## src/rtl/vdma_pkg.sv

```systemverilog
package vdma_pkg;
  typedef enum logic [1:0] {ST_IDLE, ST_RD, ST_WR} eng_state_e;
  typedef enum logic [2:0] {
    SEL_SRC_HI = 3'd0,
    SEL_SRC_LO = 3'd1,
    SEL_DST_HI = 3'd2,
    SEL_DST_LO = 3'd3,
    SEL_CTRL   = 3'd4
  } reg_sel_e;
endpackage

```

## src/rtl/vdma_cfg_decode.sv

```systemverilog
module vdma_cfg_decode #(
  parameter int ADDR_W   = 16,
  parameter int VRAM_AW  = 13,
  parameter int UNIT_LG  = 4,
  parameter int VRAM_TAG = 4
) (
  input  logic [ADDR_W-1:0]  src_raw_i,
  input  logic [ADDR_W-1:0]  dst_raw_i,
  output logic [ADDR_W-1:0]  src_al_o,
  output logic [VRAM_AW-1:0] dst_off_o,
  output logic               reject_o
);
  localparam int TAG_W = ADDR_W - VRAM_AW;

  assign src_al_o  = {src_raw_i[ADDR_W-1:UNIT_LG], {UNIT_LG{1'b0}}};
  assign dst_off_o = {dst_raw_i[VRAM_AW-1:UNIT_LG], {UNIT_LG{1'b0}}};
  assign reject_o  = (src_raw_i[ADDR_W-1:VRAM_AW] == TAG_W'(VRAM_TAG));
endmodule

```

## src/rtl/vdma_addr_regs.sv

```systemverilog
module vdma_addr_regs #(
  parameter int ADDR_W   = 16,
  parameter int DATA_W   = 8,
  parameter int VRAM_AW  = 13,
  parameter int UNIT_LG  = 4,
  parameter int VRAM_TAG = 4
) (
  input  logic               clk_i,
  input  logic               rst_ni,
  input  logic               we_i,
  input  logic [2:0]         sel_i,
  input  logic [DATA_W-1:0]  wdata_i,
  input  logic               wb_valid_i,
  input  logic [ADDR_W-1:0]  wb_src_i,
  input  logic [VRAM_AW-1:0] wb_dst_off_i,
  output logic [ADDR_W-1:0]  src_raw_o,
  output logic [ADDR_W-1:0]  dst_raw_o,
  output logic [DATA_W-1:0]  rd_byte_o
);
  localparam int NREG  = 4;
  localparam int TAG_W = ADDR_W - VRAM_AW;

  logic [DATA_W-1:0] byte_q  [NREG];
  logic [DATA_W-1:0] wb_byte [NREG];
  logic [ADDR_W-1:0] wb_dst_full;

  assign wb_dst_full = {TAG_W'(VRAM_TAG), wb_dst_off_i};
  assign wb_byte[0]  = wb_src_i[ADDR_W-1:DATA_W];
  assign wb_byte[1]  = wb_src_i[DATA_W-1:0];
  assign wb_byte[2]  = wb_dst_full[ADDR_W-1:DATA_W];
  assign wb_byte[3]  = wb_dst_full[DATA_W-1:0];

  for (genvar gi = 0; gi < NREG; gi++) begin : g_reg
    always_ff @(posedge clk_i or negedge rst_ni) begin
      if (!rst_ni)                               byte_q[gi] <= '0;
      else if (wb_valid_i)                       byte_q[gi] <= wb_byte[gi];
      else if (we_i && sel_i == 3'(gi))          byte_q[gi] <= wdata_i;
    end
  end

  assign src_raw_o = {byte_q[0], byte_q[1]};
  assign dst_raw_o = {byte_q[2], byte_q[3]};
  assign rd_byte_o = byte_q[sel_i[1:0]];

  AST_WB_SRC_UNIT_ALIGNED: assert property (@(posedge clk_i) disable iff (!rst_ni)
    wb_valid_i |-> wb_src_i[UNIT_LG-1:0] == '0);
  AST_WB_DST_UNIT_ALIGNED: assert property (@(posedge clk_i) disable iff (!rst_ni)
    wb_valid_i |-> wb_dst_off_i[UNIT_LG-1:0] == '0);
endmodule

```

## src/rtl/vdma_engine.sv

```systemverilog
module vdma_engine
  import vdma_pkg::*;
#(
  parameter int ADDR_W  = 16,
  parameter int DATA_W  = 8,
  parameter int VRAM_AW = 13,
  parameter int UNIT_LG = 4
) (
  input  logic               clk_i,
  input  logic               rst_ni,
  input  logic               ctrl_we_i,
  input  logic [DATA_W-1:0]  ctrl_wdata_i,
  input  logic               reject_i,
  input  logic [ADDR_W-1:0]  src_al_i,
  input  logic [VRAM_AW-1:0] dst_off_i,
  input  logic               hblank_i,
  output logic               src_rd_o,
  output logic [ADDR_W-1:0]  src_addr_o,
  input  logic [DATA_W-1:0]  src_rdata_i,
  output logic               vram_we_o,
  output logic [VRAM_AW-1:0] vram_addr_o,
  output logic [DATA_W-1:0]  vram_wdata_o,
  output logic               stall_o,
  output logic [DATA_W-1:0]  ctrl_rd_o,
  output logic               wb_valid_o,
  output logic [ADDR_W-1:0]  wb_src_o,
  output logic [VRAM_AW-1:0] wb_dst_off_o
);
  localparam int LEN_W = DATA_W - 1;

  eng_state_e         state_q;
  logic               hb_armed_q, done_q;
  logic [LEN_W-1:0]   len_q;
  logic [UNIT_LG-1:0] byte_q;
  logic [ADDR_W-1:0]  src_q;
  logic [VRAM_AW-1:0] dst_q;

  logic idle, last_byte, start_ok, go_hb, go_gen, go_cancel, go_unit;

  assign idle      = (state_q == ST_IDLE);
  assign last_byte = (state_q == ST_WR) && (byte_q == '1);
  assign start_ok  = ctrl_we_i && idle && !reject_i;
  assign go_hb     = start_ok && ctrl_wdata_i[DATA_W-1];
  assign go_cancel = start_ok && !ctrl_wdata_i[DATA_W-1] && hb_armed_q;
  assign go_gen    = start_ok && !ctrl_wdata_i[DATA_W-1] && !hb_armed_q;
  assign go_unit   = idle && hb_armed_q && hblank_i && !start_ok;

  always_ff @(posedge clk_i or negedge rst_ni) begin
    if (!rst_ni) begin
      state_q    <= ST_IDLE;
      hb_armed_q <= 1'b0;
      done_q     <= 1'b1;
      len_q      <= '1;
      byte_q     <= '0;
      src_q      <= '0;
      dst_q      <= '0;
    end else begin
      unique case (state_q)
        ST_IDLE: begin
          if (go_hb || go_gen) begin
            src_q      <= src_al_i;
            dst_q      <= dst_off_i;
            len_q      <= ctrl_wdata_i[LEN_W-1:0];
            done_q     <= 1'b0;
            byte_q     <= '0;
            hb_armed_q <= go_hb;
            if (go_gen) state_q <= ST_RD;
          end else if (go_cancel) begin
            hb_armed_q <= 1'b0;
            done_q     <= 1'b1;
          end else if (go_unit) begin
            byte_q  <= '0;
            state_q <= ST_RD;
          end
        end
        ST_RD: state_q <= ST_WR;
        ST_WR: begin
          src_q  <= src_q + 1'b1;
          dst_q  <= dst_q + 1'b1;   // wraps inside the video window
          byte_q <= byte_q + 1'b1;
          if (last_byte) begin
            if (len_q == '0) begin
              done_q     <= 1'b1;
              len_q      <= '1;
              hb_armed_q <= 1'b0;
              state_q    <= ST_IDLE;
            end else begin
              len_q   <= len_q - 1'b1;
              state_q <= hb_armed_q ? ST_IDLE : ST_RD;
            end
          end else begin
            state_q <= ST_RD;
          end
        end
        default: state_q <= ST_IDLE;
      endcase
    end
  end

  assign src_rd_o     = (state_q == ST_RD);
  assign src_addr_o   = src_q;
  assign vram_we_o    = (state_q == ST_WR);
  assign vram_addr_o  = dst_q;
  assign vram_wdata_o = src_rdata_i;
  assign stall_o      = !idle;
  assign ctrl_rd_o    = {done_q, len_q};
  assign wb_valid_o   = last_byte;
  assign wb_src_o     = src_q + 1'b1;
  assign wb_dst_off_o = dst_q + 1'b1;

  AST_READ_THEN_WRITE: assert property (@(posedge clk_i) disable iff (!rst_ni)
    src_rd_o |=> vram_we_o && $stable(vram_addr_o));
  AST_RUN_START_ALIGNED: assert property (@(posedge clk_i) disable iff (!rst_ni)
    (src_rd_o && byte_q == '0) |-> (src_addr_o[UNIT_LG-1:0] == '0 && vram_addr_o[UNIT_LG-1:0] == '0));
  AST_DONE_READS_ALL_ONES: assert property (@(posedge clk_i) disable iff (!rst_ni)
    $rose(done_q) && !$past(hb_armed_q && idle) |-> len_q == '1);
  AST_HB_SINGLE_UNIT: assert property (@(posedge clk_i) disable iff (!rst_ni)
    (hb_armed_q && last_byte) |=> !stall_o);
  AST_BUSY_IGNORES_CTRL: assert property (@(posedge clk_i) disable iff (!rst_ni)
    (ctrl_we_i && stall_o && !last_byte) |=> $stable(len_q) && $stable(done_q));
endmodule

```

## src/rtl/vram_dma.sv

```systemverilog
module vram_dma
  import vdma_pkg::*;
#(
  parameter int ADDR_W   = 16,
  parameter int DATA_W   = 8,
  parameter int VRAM_AW  = 13,
  parameter int UNIT_LG  = 4,
  parameter int VRAM_TAG = 4
) (
  input  logic               clk_i,
  input  logic               rst_ni,
  input  logic               reg_we_i,
  input  logic [2:0]         reg_sel_i,
  input  logic [DATA_W-1:0]  reg_wdata_i,
  output logic [DATA_W-1:0]  reg_rdata_o,
  input  logic               hblank_i,
  output logic               src_rd_o,
  output logic [ADDR_W-1:0]  src_addr_o,
  input  logic [DATA_W-1:0]  src_rdata_i,
  output logic               vram_we_o,
  output logic [VRAM_AW-1:0] vram_addr_o,
  output logic [DATA_W-1:0]  vram_wdata_o,
  output logic               stall_o
);
  logic [ADDR_W-1:0]  src_raw, dst_raw, src_al, wb_src;
  logic [VRAM_AW-1:0] dst_off, wb_dst_off;
  logic [DATA_W-1:0]  addr_rd, ctrl_rd;
  logic               reject, wb_valid, ctrl_we, addr_we;

  assign ctrl_we = reg_we_i && (reg_sel_i == SEL_CTRL);
  assign addr_we = reg_we_i && !reg_sel_i[2];

  vdma_cfg_decode #(
    .ADDR_W(ADDR_W), .VRAM_AW(VRAM_AW), .UNIT_LG(UNIT_LG), .VRAM_TAG(VRAM_TAG)
  ) u_decode (
    .src_raw_i(src_raw), .dst_raw_i(dst_raw),
    .src_al_o(src_al), .dst_off_o(dst_off), .reject_o(reject)
  );

  vdma_addr_regs #(
    .ADDR_W(ADDR_W), .DATA_W(DATA_W), .VRAM_AW(VRAM_AW),
    .UNIT_LG(UNIT_LG), .VRAM_TAG(VRAM_TAG)
  ) u_regs (
    .clk_i(clk_i), .rst_ni(rst_ni), .we_i(addr_we), .sel_i(reg_sel_i),
    .wdata_i(reg_wdata_i), .wb_valid_i(wb_valid), .wb_src_i(wb_src),
    .wb_dst_off_i(wb_dst_off), .src_raw_o(src_raw), .dst_raw_o(dst_raw),
    .rd_byte_o(addr_rd)
  );

  vdma_engine #(
    .ADDR_W(ADDR_W), .DATA_W(DATA_W), .VRAM_AW(VRAM_AW), .UNIT_LG(UNIT_LG)
  ) u_engine (
    .clk_i(clk_i), .rst_ni(rst_ni), .ctrl_we_i(ctrl_we),
    .ctrl_wdata_i(reg_wdata_i), .reject_i(reject), .src_al_i(src_al),
    .dst_off_i(dst_off), .hblank_i(hblank_i), .src_rd_o(src_rd_o),
    .src_addr_o(src_addr_o), .src_rdata_i(src_rdata_i), .vram_we_o(vram_we_o),
    .vram_addr_o(vram_addr_o), .vram_wdata_o(vram_wdata_o), .stall_o(stall_o),
    .ctrl_rd_o(ctrl_rd), .wb_valid_o(wb_valid), .wb_src_o(wb_src),
    .wb_dst_off_o(wb_dst_off)
  );

  always_comb begin
    if (reg_sel_i == SEL_CTRL) reg_rdata_o = ctrl_rd;
    else if (!reg_sel_i[2])    reg_rdata_o = addr_rd;
    else                       reg_rdata_o = '1;
  end

  AST_NO_VRAM_SOURCE_START: assert property (@(posedge clk_i) disable iff (!rst_ni)
    (ctrl_we && reject) |=> !stall_o);
endmodule

```

## config.mk

```make
export PLATFORM = sky130hd
export DESIGN_NAME = vram_dma
export DESIGN_NICKNAME = d
export VERILOG_FILES = /design/src/rtl/vdma_pkg.sv /design/src/rtl/vdma_cfg_decode.sv /design/src/rtl/vdma_addr_regs.sv /design/src/rtl/vdma_engine.sv /design/src/rtl/vram_dma.sv
export SDC_FILE = /design/constraint.sdc
export NUM_CORES = 1
export LEC_CHECK = 0
export ABC_AREA = 1
export BUFFER_PORTS_ARGS = -buffer_cell sky130_fd_sc_hd__buf_2
export CAP_MARGIN = 0
export CORE_MARGIN = 4
export CORE_UTILIZATION = 50
export CTS_CLUSTER_SIZE = 24
export DETAILED_ROUTE_END_ITERATION = 10
export PLACE_DENSITY = 0.72
export SETUP_SLACK_MARGIN = 0.4
export SLEW_MARGIN = 20
export SYNTH_ARGS = -nofsm -noshare
export SYNTH_HDL_FRONTEND = slang
export SYNTH_SLANG_ARGS = --single-unit
```

## constraint.sdc

```tcl
create_clock -name clk_i -period 2.4 [get_ports clk_i]
set_clock_uncertainty 0.1 [all_clocks]
set_input_delay 0.12 -clock clk_i [delete_from_list [all_inputs] [get_ports clk_i]]
set_output_delay 0.12 -clock clk_i [all_outputs]
set_load 0.005 [all_outputs]
```

==> impl_results.md <==
* Relative max-transition margin at 35.3%
* CTS root buf: clkbuf_8
* Crit path buffers/inverters at 3
* Outcome: finished clean
* Number of antenna violations at the first check in global routing at 0
* Sequential area share after synthesis at 42.8%
* Yosys reg bits at 76
* GR Util met2 at 41.1%
* Crit path max fanout at 17
* Dpl hpwl at 9790 um
* ANT nets after route at 0
* CTS sink cnt at 76
* Final #Nets at 687
* Post-Syn Nets at 633
* Largest net degree at the start of global routing at 77
* First-pass DRT Iterations at 6
* EDFF count, synth at 0
* Met3 usage at 4.71%
* Post-DR wirelength/cell at 16.9 um
* I/O pin count at 71
* Fin crit period at 1.94 ns
* Main area contributors after synthesis: dfrtp_1 38%, nand2_1 18%, nand3_1 5.8%
* Pre-CTS setup slack at 0.396 ns
* Synthesis Warnings at 0
* Max IR drop VDD at 0.000599 V
* Final Worst Setup Slack at 0.461 ns
* Fmax at 516 MHz
* Post-synth top area cell: dfrtp_1
* Number of I/O port buffers at 54
* Post-Route Setup TNS at 0 ns
* Layout area overhead at 14.5%
* Core region area at 0.00872 mm2
* Number of H-tree levels at 3
* Max Slew Vio Count at 0
* Synth cell types at 35
* DIE AREA at 0.0105 mm2
* Starting density of the core at 51.2%
* Num rows at 34
* Synth cell count leaders: 219 x nand2_1, 68 x dfrtp_1, 54 x inv_1, 52 x nand3_1, 42 x nor2_1
* M1 GR Usage at 35.3%
* CTS Buf Count at 9
* Routed wire length at 13100 um
* Chip height at 102 um
* TritonCTS clock tree: done
* Post-Synthesis Cells at 606
* Critical path's slowest cell: dfrtp_1
* DRC viols at 0
* Crit-path cells: inv_1, nand2_1, nor2_4, inv_4, nand2_1, inv_1, a21oi_1, o21ai_0
* CP max stage delay at 0.39 ns
* CP required at 2.52 ns
* Fin crit share at 80.8%
* Ys flop type: dfrtp_1
* Fin. Hold Viols at 0
* Async set-reset flop share out of synthesis at 100%
* Hold Crit Class: in -> reg
* Lkg Pwr at 2.49 nW
* GRT Util Overall at 26.1%
* Max-cap viol count at 0
* Chip width at 102 um
* Vias at 4356
* Grt peak-use layer: met2
* Area occupied by registers at 0.00191 mm2
* Clk_lat worst skew at 0.36 ns
* ANT cells at 0
* Post-Syn Area per Cell at 7.36 um2
* DR vias/cell at 5.64
* Gpl congestion at 1.04
* 1st-iter DRT viols at 354
* Grt total ovfl at 0
* Area share of the largest cell type after synthesis at 38.1%
* Vias in the first global route at 4083
* PD cells at 982 mW/mm2
* Worst Tran Pin Value at 0.971 ns
* Count leader, synth: nand2_1
* Startpoint types: register
* Multi-input gate area at 0.00221 mm2
* RSZ-0062 raised after global routing: no
* Clk buf depth at 2
* Post-Synthesis Cell Area at 0.00446 mm2
* Crit path capture type: register
* Clock slew at reported path FFs at 0.08 ns
* Share of layout cells above drive strength 1 at 16.4%
* Final Setup Violations at 0
* First-pass GRT wire length at 20900 um
* CP Class: reg -> reg
* Critical path's top delay family: simple AND/OR/NAND/NOR gates
* Arr. time, crit path at 2.05 ns
* Fill count at 830
[final timing paths]
| check | end | slack (ns) | startpoint | cells past startpoint |
|---|---|---|---|---|
| max in group asynchronous | u_engine.src_addr_o[0] | 1.14 | rst_ni | 2 |
| min reg2reg | u_engine.done_q | 0.37 | u_engine.done_q | 2 |
| min in group asynchronous | u_engine.vram_addr_o[10] | 0.35 | rst_ni | 2 |
| max | u_regs.dst_raw_o[4] | 0.46 | u_engine.state_q[0] | 8 |
| max reg2reg | u_regs.dst_raw_o[4] | 0.46 | u_engine.state_q[0] | 8 |
| min | u_regs.src_raw_o[10] | 0.01 | reg_wdata_i[2] | 3 |
[final cells by class]
class / count / area share (%)
Multi-Input combinational cell: 448 / 43.2
Sequential cell: 76 / 37.4
Timing Repair Buffer: 65 / 7.17
Inverter: 60 / 4.55
Clock buffer: 11 / 2.96
Tap cell: 108 / 2.64
Clock inverter: 5 / 2.08
[placed cells by master, fill, tap and decap left out, types with 2 or more instances in the layout]
| cell type | netlist | layout |
|---|---|---|
| buf_4 | 10 | 8 |
| a21oi_1 | 27 | 26 |
| xnor2_1 | 5 | 5 |
| dfrtp_1 | 68 | 67 |
| nand2_4 | 4 | 3 |
| a41oi_1 | 4 | 4 |
| nor2_4 | 3 | 4 |
| a31oi_1 | 2 | 2 |
| buf_2 | 7 | 53 |
| nor3_1 | 3 | 3 |
| ha_1 | 4 | 4 |
| inv_4 | 2 | 3 |
| clkbuf_8 | 0 | 11 |
| clkinv_1 | 2 | 2 |
| o211ai_1 | 22 | 22 |
| nor2_1 | 42 | 39 |
| dfstp_2 | 8 | 8 |
| nand2_1 | 219 | 219 |
| inv_1 | 54 | 54 |
| o22ai_1 | 2 | 2 |
| nand3_1 | 52 | 51 |
| o21ai_1 | 2 | 3 |
| nand4_1 | 7 | 7 |
| o221ai_1 | 6 | 6 |
| nor2_2 | 1 | 3 |
| dlygate4sd3_1 | 0 | 3 |
| o21ai_0 | 26 | 25 |
| or2_2 | 4 | 4 |
| xor2_1 | 9 | 9 |
| bufinv_16 | 0 | 3 |
[sequential cells by signal (all words and copies together) (netlist names)]
register,cells
u_engine.vram_addr_o,13
u_engine.byte_q,4
u_engine.src_addr_o,16
u_engine.done_q,1
u_regs.src_raw_o,16
u_regs.dst_raw_o,16
u_engine.state_q,2
u_engine.hb_armed_q,1
u_engine.len_q,7
[power breakdown]
group	internal [mW]	total (mW)	leakage (nW)	switching (mW)
combinational	0.629	1.64	1.41	1.01
clock	0.752	1.25	0.126	0.499
sequential	1.70	2.13	0.956	0.426
[cell families after synthesis]
family,count (synthesis),synth area share (%)
DFF,76,42.8
buffers and inverters,82,8.38
AOI/OAI and AO/OA,92,12.6
and+or+nand+nor,337,32.1
muxes,1,0.224
xor gates and xnor gates,14,2.75
adders and majority gates,4,1.12
[per-layer routing]
| layer | vias up | part of all wire [%] |
|---|---|---|
| met5 | - | 0 |
| met4 | 0 | 3.5 |
| met3 | 36 | 7.1 |
| met2 | 188 | 46 |
| met1 | 2046 | 43 |
| li1 | 2086 | - |
[metrics by stage]
step | instance area, um2 | total power [mW] | hold slack (ns) | utilization [%] | cells
floorplan | 4460 | 3.13 | -0.276 | - | 606
global placement | 4770 | 3.71 | 0.140 | 54.7 | 752
detailed placement | 4770 | 3.76 | 0.140 | 54.7 | 752
CTS | 5060 | 5.02 | 0.00355 | 58.0 | 771
global route | 5110 | 5.39 | 0.0183 | 58.6 | 773
finish | 5110 | 5.02 | 0.0128 | 58.6 | 773
[worst register-to-register path: cells and delay by family (launching register included)]
kind            cells  cell delay, ns
compound gates      2            0.24
flops               1            0.39
buf+inv             3            0.40
simple gates        3            0.69
[timing repair]
action | 4_1_cts | 5_1_grt
hold endpoints to repair | 70 | 0
hold buffers | 3 | 0
resized for setup | 0 | 12
setup endpoints to repair | 0 | 42
buffers inserted | 0 | 2
Note: power is estimated with default switching activity, not from simulation.
